--- src/rtl/loq_pkg.sv ---
package loq_pkg;

  // Wrap-around add and subtract over a ring of n slots, for a, b < n.
  function automatic int unsigned ring_add(int unsigned a, int unsigned b, int unsigned n);
    int unsigned s;
    s = a + b;
    return (s >= n) ? (s - n) : s;
  endfunction

  function automatic int unsigned ring_sub(int unsigned a, int unsigned b, int unsigned n);
    return (a >= b) ? (a - b) : (a + n - b);
  endfunction

endpackage

--- src/rtl/loq_entry_file.sv ---
module loq_entry_file #(
  parameter int NPHYS  = 9,
  parameter int IDX_W  = 4,
  parameter int SEQ_W  = 16,
  parameter int ADDR_W = 32
) (
  input  logic                          clk,
  input  logic                          rst,
  input  logic                          alloc_we,
  input  logic [IDX_W-1:0]              alloc_idx,
  input  logic [SEQ_W-1:0]              alloc_seq,
  input  logic                          exec_we,
  input  logic [IDX_W-1:0]              exec_idx,
  input  logic [ADDR_W-1:0]             exec_addr,
  output logic [NPHYS-1:0][SEQ_W-1:0]   seq_vec,
  output logic [NPHYS-1:0][ADDR_W-1:0]  addr_vec,
  output logic [NPHYS-1:0]              done_vec
);

  // Payload registers: no reset, written by index only.
  always_ff @(posedge clk) begin
    if (alloc_we) seq_vec[alloc_idx] <= alloc_seq;
    if (exec_we)  addr_vec[exec_idx] <= exec_addr;
  end

  // Executed flags: a fresh entry starts unexecuted, which keeps it out of
  // every store check until its address is known.
  genvar i;
  generate
    for (i = 0; i < NPHYS; i++) begin : g_done
      always_ff @(posedge clk) begin
        if (rst) begin
          done_vec[i] <= 1'b0;
        end else if (alloc_we && alloc_idx == IDX_W'(i)) begin
          done_vec[i] <= 1'b0;
        end else if (exec_we && exec_idx == IDX_W'(i)) begin
          done_vec[i] <= 1'b1;
        end
      end
    end
  endgenerate

endmodule

--- src/rtl/loq_run_len.sv ---
module loq_run_len #(
  parameter int NPHYS    = 9,
  parameter int IDX_W    = 4,
  parameter bit BACKWARD = 1'b0
) (
  input  logic [IDX_W-1:0] start,
  input  logic [IDX_W-1:0] limit,
  input  logic [NPHYS-1:0] pred,
  output logic [IDX_W-1:0] run
);
  import loq_pkg::*;

  logic [IDX_W-1:0] slot_of [NPHYS];
  logic [NPHYS-1:0] elig;

  genvar k;
  generate
    for (k = 0; k < NPHYS; k++) begin : g_slot
      if (BACKWARD) begin : g_bwd
        assign slot_of[k] = IDX_W'(ring_sub(32'(start), k, NPHYS));
      end else begin : g_fwd
        assign slot_of[k] = IDX_W'(ring_add(32'(start), k, NPHYS));
      end
      assign elig[k] = (IDX_W'(k) < limit) && pred[slot_of[k]];
    end
  endgenerate

  // Count of leading eligible slots in walk order.
  always_comb begin
    logic stop;
    run  = '0;
    stop = 1'b0;
    for (int j = 0; j < NPHYS; j++) begin
      if (!stop && elig[j]) run = run + IDX_W'(1);
      else                  stop = 1'b1;
    end
  end

endmodule

--- src/rtl/loq_viol_scan.sv ---
module loq_viol_scan #(
  parameter int NPHYS     = 9,
  parameter int IDX_W     = 4,
  parameter int ADDR_W    = 32,
  parameter int BLK_SHIFT = 8
) (
  input  logic [IDX_W-1:0]              start,
  input  logic [IDX_W-1:0]              tail,
  input  logic [NPHYS-1:0]              done_vec,
  input  logic [NPHYS-1:0][ADDR_W-1:0]  addr_vec,
  input  logic [ADDR_W-1:0]             st_addr,
  output logic                          hit,
  output logic [IDX_W-1:0]              hit_idx
);
  import loq_pkg::*;

  localparam int BLK_W = ADDR_W - BLK_SHIFT;

  logic [IDX_W-1:0] win_len;
  logic [IDX_W-1:0] slot_of [NPHYS];
  logic [NPHYS-1:0] slot_match;
  logic [NPHYS-1:0] cand;

  assign win_len = IDX_W'(ring_sub(32'(tail), 32'(start), NPHYS));

  genvar i;
  generate
    for (i = 0; i < NPHYS; i++) begin : g_cmp
      assign slot_match[i] = done_vec[i] &&
        (addr_vec[i][ADDR_W-1:BLK_SHIFT] == st_addr[ADDR_W-1:BLK_SHIFT]);
      assign slot_of[i] = IDX_W'(ring_add(32'(start), i, NPHYS));
      assign cand[i]    = (IDX_W'(i) < win_len) && slot_match[slot_of[i]];
    end
  endgenerate

  // Oldest candidate in program order, counted from the store's position.
  always_comb begin
    hit     = 1'b0;
    hit_idx = '0;
    for (int k = 0; k < NPHYS; k++) begin
      if (!hit && cand[k]) begin
        hit     = 1'b1;
        hit_idx = slot_of[k];
      end
    end
  end

  logic [BLK_W-1:0] unused_blk;
  assign unused_blk = '0;

endmodule

--- src/rtl/load_order_queue.sv ---
module load_order_queue #(
  parameter int LQ_DEPTH  = 8,
  parameter int SEQ_W     = 16,
  parameter int ADDR_W    = 32,
  parameter int SQ_IDX_W  = 4,
  parameter int BLK_SHIFT = 8,
  localparam int NPHYS    = LQ_DEPTH + 1,
  localparam int IDX_W    = $clog2(NPHYS)
) (
  input  logic                clk,
  input  logic                rst,
  input  logic                alloc_valid,
  input  logic [SEQ_W-1:0]    alloc_seq,
  input  logic                alloc_sq_empty,
  input  logic [SQ_IDX_W-1:0] alloc_sq_tail,
  input  logic                exec_valid,
  input  logic [IDX_W-1:0]    exec_idx,
  input  logic [ADDR_W-1:0]   exec_addr,
  input  logic                st_valid,
  input  logic [IDX_W-1:0]    st_lq_start,
  input  logic [ADDR_W-1:0]   st_addr,
  input  logic                viol_rd,
  input  logic                retire_valid,
  input  logic [SEQ_W-1:0]    retire_seq,
  input  logic                kill_valid,
  input  logic [SEQ_W-1:0]    kill_seq,
  output logic                alloc_ack,
  output logic [IDX_W-1:0]    alloc_lq_idx,
  output logic                alloc_sq_none,
  output logic [SQ_IDX_W-1:0] alloc_sq_idx,
  output logic                lq_full,
  output logic [IDX_W-1:0]    lq_free,
  output logic [IDX_W-1:0]    lq_head,
  output logic [IDX_W-1:0]    lq_tail,
  output logic [IDX_W-1:0]    retired_n,
  output logic [IDX_W-1:0]    killed_n,
  output logic                st_fault,
  output logic                viol_pending,
  output logic [IDX_W-1:0]    viol_idx,
  output logic [SEQ_W-1:0]    viol_seq
);
  import loq_pkg::*;

  localparam logic [IDX_W-1:0] DEPTH_C = IDX_W'(LQ_DEPTH);

  logic [IDX_W-1:0] occ_q;
  logic [IDX_W-1:0] head_n, tail_n, occ_n;
  logic             alloc_go;
  logic             scan_go;

  logic [NPHYS-1:0][SEQ_W-1:0]  seq_vec;
  logic [NPHYS-1:0][ADDR_W-1:0] addr_vec;
  logic [NPHYS-1:0]             done_vec;

  // Squash outranks both commit and allocation in the same cycle.
  assign alloc_go = alloc_valid && !kill_valid && (occ_q != DEPTH_C);

  loq_entry_file #(
    .NPHYS(NPHYS), .IDX_W(IDX_W), .SEQ_W(SEQ_W), .ADDR_W(ADDR_W)
  ) u_entries (
    .clk       (clk),
    .rst       (rst),
    .alloc_we  (alloc_go),
    .alloc_idx (lq_tail),
    .alloc_seq (alloc_seq),
    .exec_we   (exec_valid),
    .exec_idx  (exec_idx),
    .exec_addr (exec_addr),
    .seq_vec   (seq_vec),
    .addr_vec  (addr_vec),
    .done_vec  (done_vec)
  );

  // Per-slot age tests feeding the two run counters.
  logic [NPHYS-1:0] old_enough;
  logic [NPHYS-1:0] too_young;
  genvar i;
  generate
    for (i = 0; i < NPHYS; i++) begin : g_age
      assign old_enough[i] = (seq_vec[i] <= retire_seq);
      assign too_young[i]  = (seq_vec[i] >  kill_seq);
    end
  endgenerate

  logic [IDX_W-1:0] n_ret, n_kill, kill_start;
  assign kill_start = IDX_W'(ring_sub(32'(lq_tail), 1, NPHYS));

  loq_run_len #(.NPHYS(NPHYS), .IDX_W(IDX_W), .BACKWARD(1'b0)) u_commit_run (
    .start (lq_head),
    .limit (occ_q),
    .pred  (old_enough),
    .run   (n_ret)
  );

  loq_run_len #(.NPHYS(NPHYS), .IDX_W(IDX_W), .BACKWARD(1'b1)) u_squash_run (
    .start (kill_start),
    .limit (occ_q),
    .pred  (too_young),
    .run   (n_kill)
  );

  logic             scan_hit;
  logic [IDX_W-1:0] scan_idx;

  loq_viol_scan #(
    .NPHYS(NPHYS), .IDX_W(IDX_W), .ADDR_W(ADDR_W), .BLK_SHIFT(BLK_SHIFT)
  ) u_scan (
    .start    (st_lq_start),
    .tail     (lq_tail),
    .done_vec (done_vec),
    .addr_vec (addr_vec),
    .st_addr  (st_addr),
    .hit      (scan_hit),
    .hit_idx  (scan_idx)
  );

  assign scan_go = st_valid && !viol_pending && scan_hit;

  // Next pointer and occupancy state.
  always_comb begin
    head_n = lq_head;
    tail_n = lq_tail;
    occ_n  = occ_q;
    if (kill_valid) begin
      tail_n = IDX_W'(ring_sub(32'(lq_tail), 32'(n_kill), NPHYS));
      occ_n  = occ_q - n_kill;
    end else begin
      if (retire_valid) begin
        head_n = IDX_W'(ring_add(32'(lq_head), 32'(n_ret), NPHYS));
        occ_n  = occ_q - n_ret;
      end
      if (alloc_go) begin
        tail_n = IDX_W'(ring_add(32'(lq_tail), 1, NPHYS));
        occ_n  = occ_n + IDX_W'(1);
      end
    end
  end

  always_ff @(posedge clk) begin
    if (rst) begin
      lq_head       <= '0;
      lq_tail       <= '0;
      occ_q         <= '0;
      lq_full       <= 1'b0;
      lq_free       <= DEPTH_C;
      alloc_ack     <= 1'b0;
      alloc_lq_idx  <= '0;
      alloc_sq_none <= 1'b0;
      alloc_sq_idx  <= '0;
      retired_n     <= '0;
      killed_n      <= '0;
      st_fault      <= 1'b0;
      viol_pending  <= 1'b0;
      viol_idx      <= '0;
      viol_seq      <= '0;
    end else begin
      lq_head   <= head_n;
      lq_tail   <= tail_n;
      occ_q     <= occ_n;
      lq_full   <= (occ_n == DEPTH_C);
      lq_free   <= DEPTH_C - occ_n;
      alloc_ack <= alloc_go;
      if (alloc_go) begin
        alloc_lq_idx  <= lq_tail;
        alloc_sq_none <= alloc_sq_empty;
        alloc_sq_idx  <= alloc_sq_empty ? '0 : alloc_sq_tail;
      end
      retired_n <= (retire_valid && !kill_valid) ? n_ret : '0;
      killed_n  <= kill_valid ? n_kill : '0;
      st_fault  <= scan_go;
      if (viol_rd) viol_pending <= 1'b0;
      if (scan_go) begin
        viol_pending <= 1'b1;
        viol_idx     <= scan_idx;
        viol_seq     <= seq_vec[scan_idx];
      end
    end
  end

endmodule

--- config.mk ---
export PLATFORM = sky130hd
export DESIGN_NAME = load_order_queue
export DESIGN_NICKNAME = d
export VERILOG_FILES = /design/src/rtl/loq_pkg.sv /design/src/rtl/loq_entry_file.sv /design/src/rtl/loq_run_len.sv /design/src/rtl/loq_viol_scan.sv /design/src/rtl/load_order_queue.sv
export SDC_FILE = /design/constraint.sdc
export NUM_CORES = 2
export LEC_CHECK = 0
export ABC_AREA = 0
export BUFFER_PORTS_ARGS = -buffer_cell sky130_fd_sc_hd__buf_2
export CAP_MARGIN = 20
export CORE_MARGIN = 2
export CORE_UTILIZATION = 45
export DETAILED_ROUTE_END_ITERATION = 12
export PLACE_DENSITY_LB_ADDON = 0.2
export SETUP_SLACK_MARGIN = 0.5
export SLEW_MARGIN = 5
export SYNTH_ARGS = -nofsm -noshare
export SYNTH_HDL_FRONTEND = slang
export SYNTH_SLANG_ARGS = --single-unit
--- constraint.sdc ---
create_clock -name clk -period 9.8 [get_ports clk]
set_input_delay 0 -clock clk [delete_from_list [all_inputs] [get_ports clk]]
set_output_delay 0 -clock clk [all_outputs]
set_load 0.05 [all_outputs]
==> impl_metrics.toml <==
[hold_path]
worst_hold_path_type = "input pin to register"
worstHoldPathCells = 5

[worst_setup_path]
end_kind = "register"
critPathMaxStageDelay_ns = 0.52
r2r_cells = 39
critPathRequiredTime_ns = 10.25
cp_max_fo = 5
crit_top_cell = "ha_1"
critPathArrivalTime_ns = 9.28
start_kind = "register"
path_class = "register to register"
crit_slowest_cell = "a2111oi_0"

[cts]
htreeDepth = 2
clkTransAtPathRegs_ns = 0.07
cts_tree = "yes"
clk-insertion-delay-late_ns = 0.65
cts_buffers = 48
clockBufferDepth = 3
cts-root-buf = "clkbuf_16"
clock-sinks = 425

[placed_design]
gp_congestion = 0.934
dp_hpwl_um = 85100
place_ws_ns = 0.653
place_inst = 4561
portBuffers = 169

[sta]
fin_tns_setup_ns = 0
hold_viol = 0
slew_headroom_pct = 14.6
worst_slew_pin_slew_ns = 1.27
rsz0062_at_grt = "false"
fin_skew_ns = 0.0643
post-route-period-util_pct = 90.1
slew_viol_final = 0
fmax_ghz = 0.113
finalSetupViolations = 0
setup_ws_ns = 0.973
fin_crit_ns = 8.83

[synth]
ys.flop_type = "edfxtp_1"
synth_nets = 4012
synth_area_um2 = 34400
ys_types = 118
synth_warnings = 0
ys_async_sr_fraction_pct = 0
yosysSeqAreaShare_pct = 35.2
synth_seq_cells = 425
synth_edf_count = 360
syn_inst = 3482
avgSynthCellArea_um2 = 9.89

[finish]
area_growth_pct = 12.9
final_common_cell = "ha_1"
nets = 4226
most-common-layout-cells = "ha_1 (388), edfxtp_1 (360), nand2_1 (254), xnor2_1 (242), a21oi_1 (222)"
drive_gt1_share_pct = 12.4
final_cells = 4712
diodes = 0

[pwr]
leakagePower_uw = 0.0147
power.total_uw = 10500
max-vdd-ir-drop_uv = 239
power.density_nw_per_um2 = 270

[die]
dieWidth_um = 281
dieArea_um2 = 78800
initial_core_util_pct = 45.4
core_um2 = 75800
fp.dieH_um = 281
ioPinCount = 186
num_rows = 101

[routing]
postRouteAntennaNets = 0
vias = 29300
initialDrtViolationCount = 2855
wl_per_cell_um = 24.1
drcViolationCount = 0
totalWireLength_um = 113000
drtPass1Iterations = 6
avgViaCountPerCell = 6.22

[global_routing]
grt_use_total_pct = 28.1
grt_pass1_wl_um = 169000
antenna_found_initial = 1
grt_max_degree = 51
gr-total-overflow = 0
grt_pass1_vias = 27700

[run_status]
status = "finished, final reports clean"

[job]
max_cap_violations = 0
## registers in the layout, summed over array words and instances, names as in the netlist, 4 cells and up
register            flops
u_entries.addr_vec    216
u_entries.seq_vec     144
viol_seq               16
u_entries.done_vec      9
alloc_lq_idx            4
alloc_sq_idx            4
killed_n                4
lq_free                 4
lq_head                 4
lq_tail                 4
retired_n               4
viol_idx                4
## synthesized netlist by cell type, types with 35 or more instances
library cell  number  area share, %
a211oi_1          58            1.3
a21o_1            47            1.0
a21oi_1          225            3.3
a31oi_1           35           0.64
buf_2             48           0.70
clkbuf_1          63           0.69
dfxtp_1           65            3.8
edfxtp_1         360             31
ha_1             390             14
inv_1            107            1.2
mux2i_1          110            3.2
nand2_1          254            2.8
nand2b_1          43           0.78
nand3_1           75            1.1
nand4_1          148            2.7
nor2_1           197            2.1
nor2b_1           40           0.73
nor3_1            87            1.3
nor4_1            49           0.89
o211ai_1          47            1.0
o21ai_0          107            1.6
xnor2_1          243            6.2
xor2_1            63            1.6
## final timing paths
kind / start / to / slack [ns]
setup reg to reg: u_entries.seq_vec[6]$_DFFE_PP_ / lq_head[3]$_SDFFE_PP0P_ / 0.97
hold / removal: st_valid / viol_idx[0]$_SDFFE_PP0P_ / 0.03
setup / recovery: u_entries.seq_vec[6]$_DFFE_PP_ / lq_head[3]$_SDFFE_PP0P_ / 0.97
hold reg to reg: alloc_lq_idx[3]$_SDFFE_PP0P_ / alloc_lq_idx[3]$_SDFFE_PP0P_ / 0.46
## cells by family (layout without fill, tap and decap cells)
kind of cell             count (synthesis)  after routing  synth area share, %
buffers and inverters                  260            512                 3.32
flip-flops                             425            425                 35.2
multiplexers                           153            153                 5.07
XOR/XNOR                               314            314                 8.21
adder cells (fa/ha/maj)                397            397                 14.6
AND/OR/NAND/NOR                       1086           1086                 16.7
AO/OA/AOI/OAI                          847            847                 17.0
## final cells by class
class,count,area (um^2)
multi-input cells,2797,21300
inverters,116,435
repair buffers,308,2080
fillers,6933,36900
flip-flops and latches,425,12100
clock inverters,33,468
well taps,978,1220
clock buffers,55,1250
## layer usage
metal,wire (um),part of all wire [%],up-vias,global-route usage (%)
met3,7300,6.4,226,3.77
met4,4790,4.2,2,10.9
li1,-,-,13800,-
met5,11,0.0097,-,0
met1,48800,43,14100,37.4
met2,52400,46,1122,46.4
## where the power goes
group | switching [uW] | internal (uW) | total [uW] | leakage [uW]
Clock | 815 | 1160 | 1980 | 0.000819
Combinational | 3940 | 2410 | 6350 | 0.0101
Sequential | 107 | 2080 | 2190 | 0.00378
Total | 4860 | 5650 | 10500 | 0.0147
## repair_timing
action,4_1_cts,5_1_grt
endpoints found under the hold margin,432,0
gates resized for setup,0,20
endpoints found under the setup margin,0,15
buffers inserted,0,1
hold buffers,61,0
## metrics by stage
stage / utilization, % / cell area (um^2) / hold WS, ns
after global routing: 51.3 / 38900 / 0.0413
final: 51.3 / 38900 / 0.0265
after floorplan: - / 34400 / 0.0908
after global placement: 48.0 / 36400 / 0.276
after CTS: 51.1 / 38800 / 0.0321
after detailed placement: 48.1 / 36400 / 0.279
## critical path, delay by kind of cell, from the launching register on
| family | cells | cell delay [ns] |
|---|---|---|
| XOR/XNOR | 1 | 0.20 |
| flip-flops | 1 | 0.46 |
| buffers and inverters | 4 | 0.55 |
| AND/OR/NAND/NOR | 8 | 1.23 |
| AO/OA/AOI/OAI | 14 | 2.92 |
| multiplexers | 4 | 0.79 |
| adder cells (fa/ha/maj) | 8 | 2.48 |
Note: power is estimated with default switching activity, not from simulation.
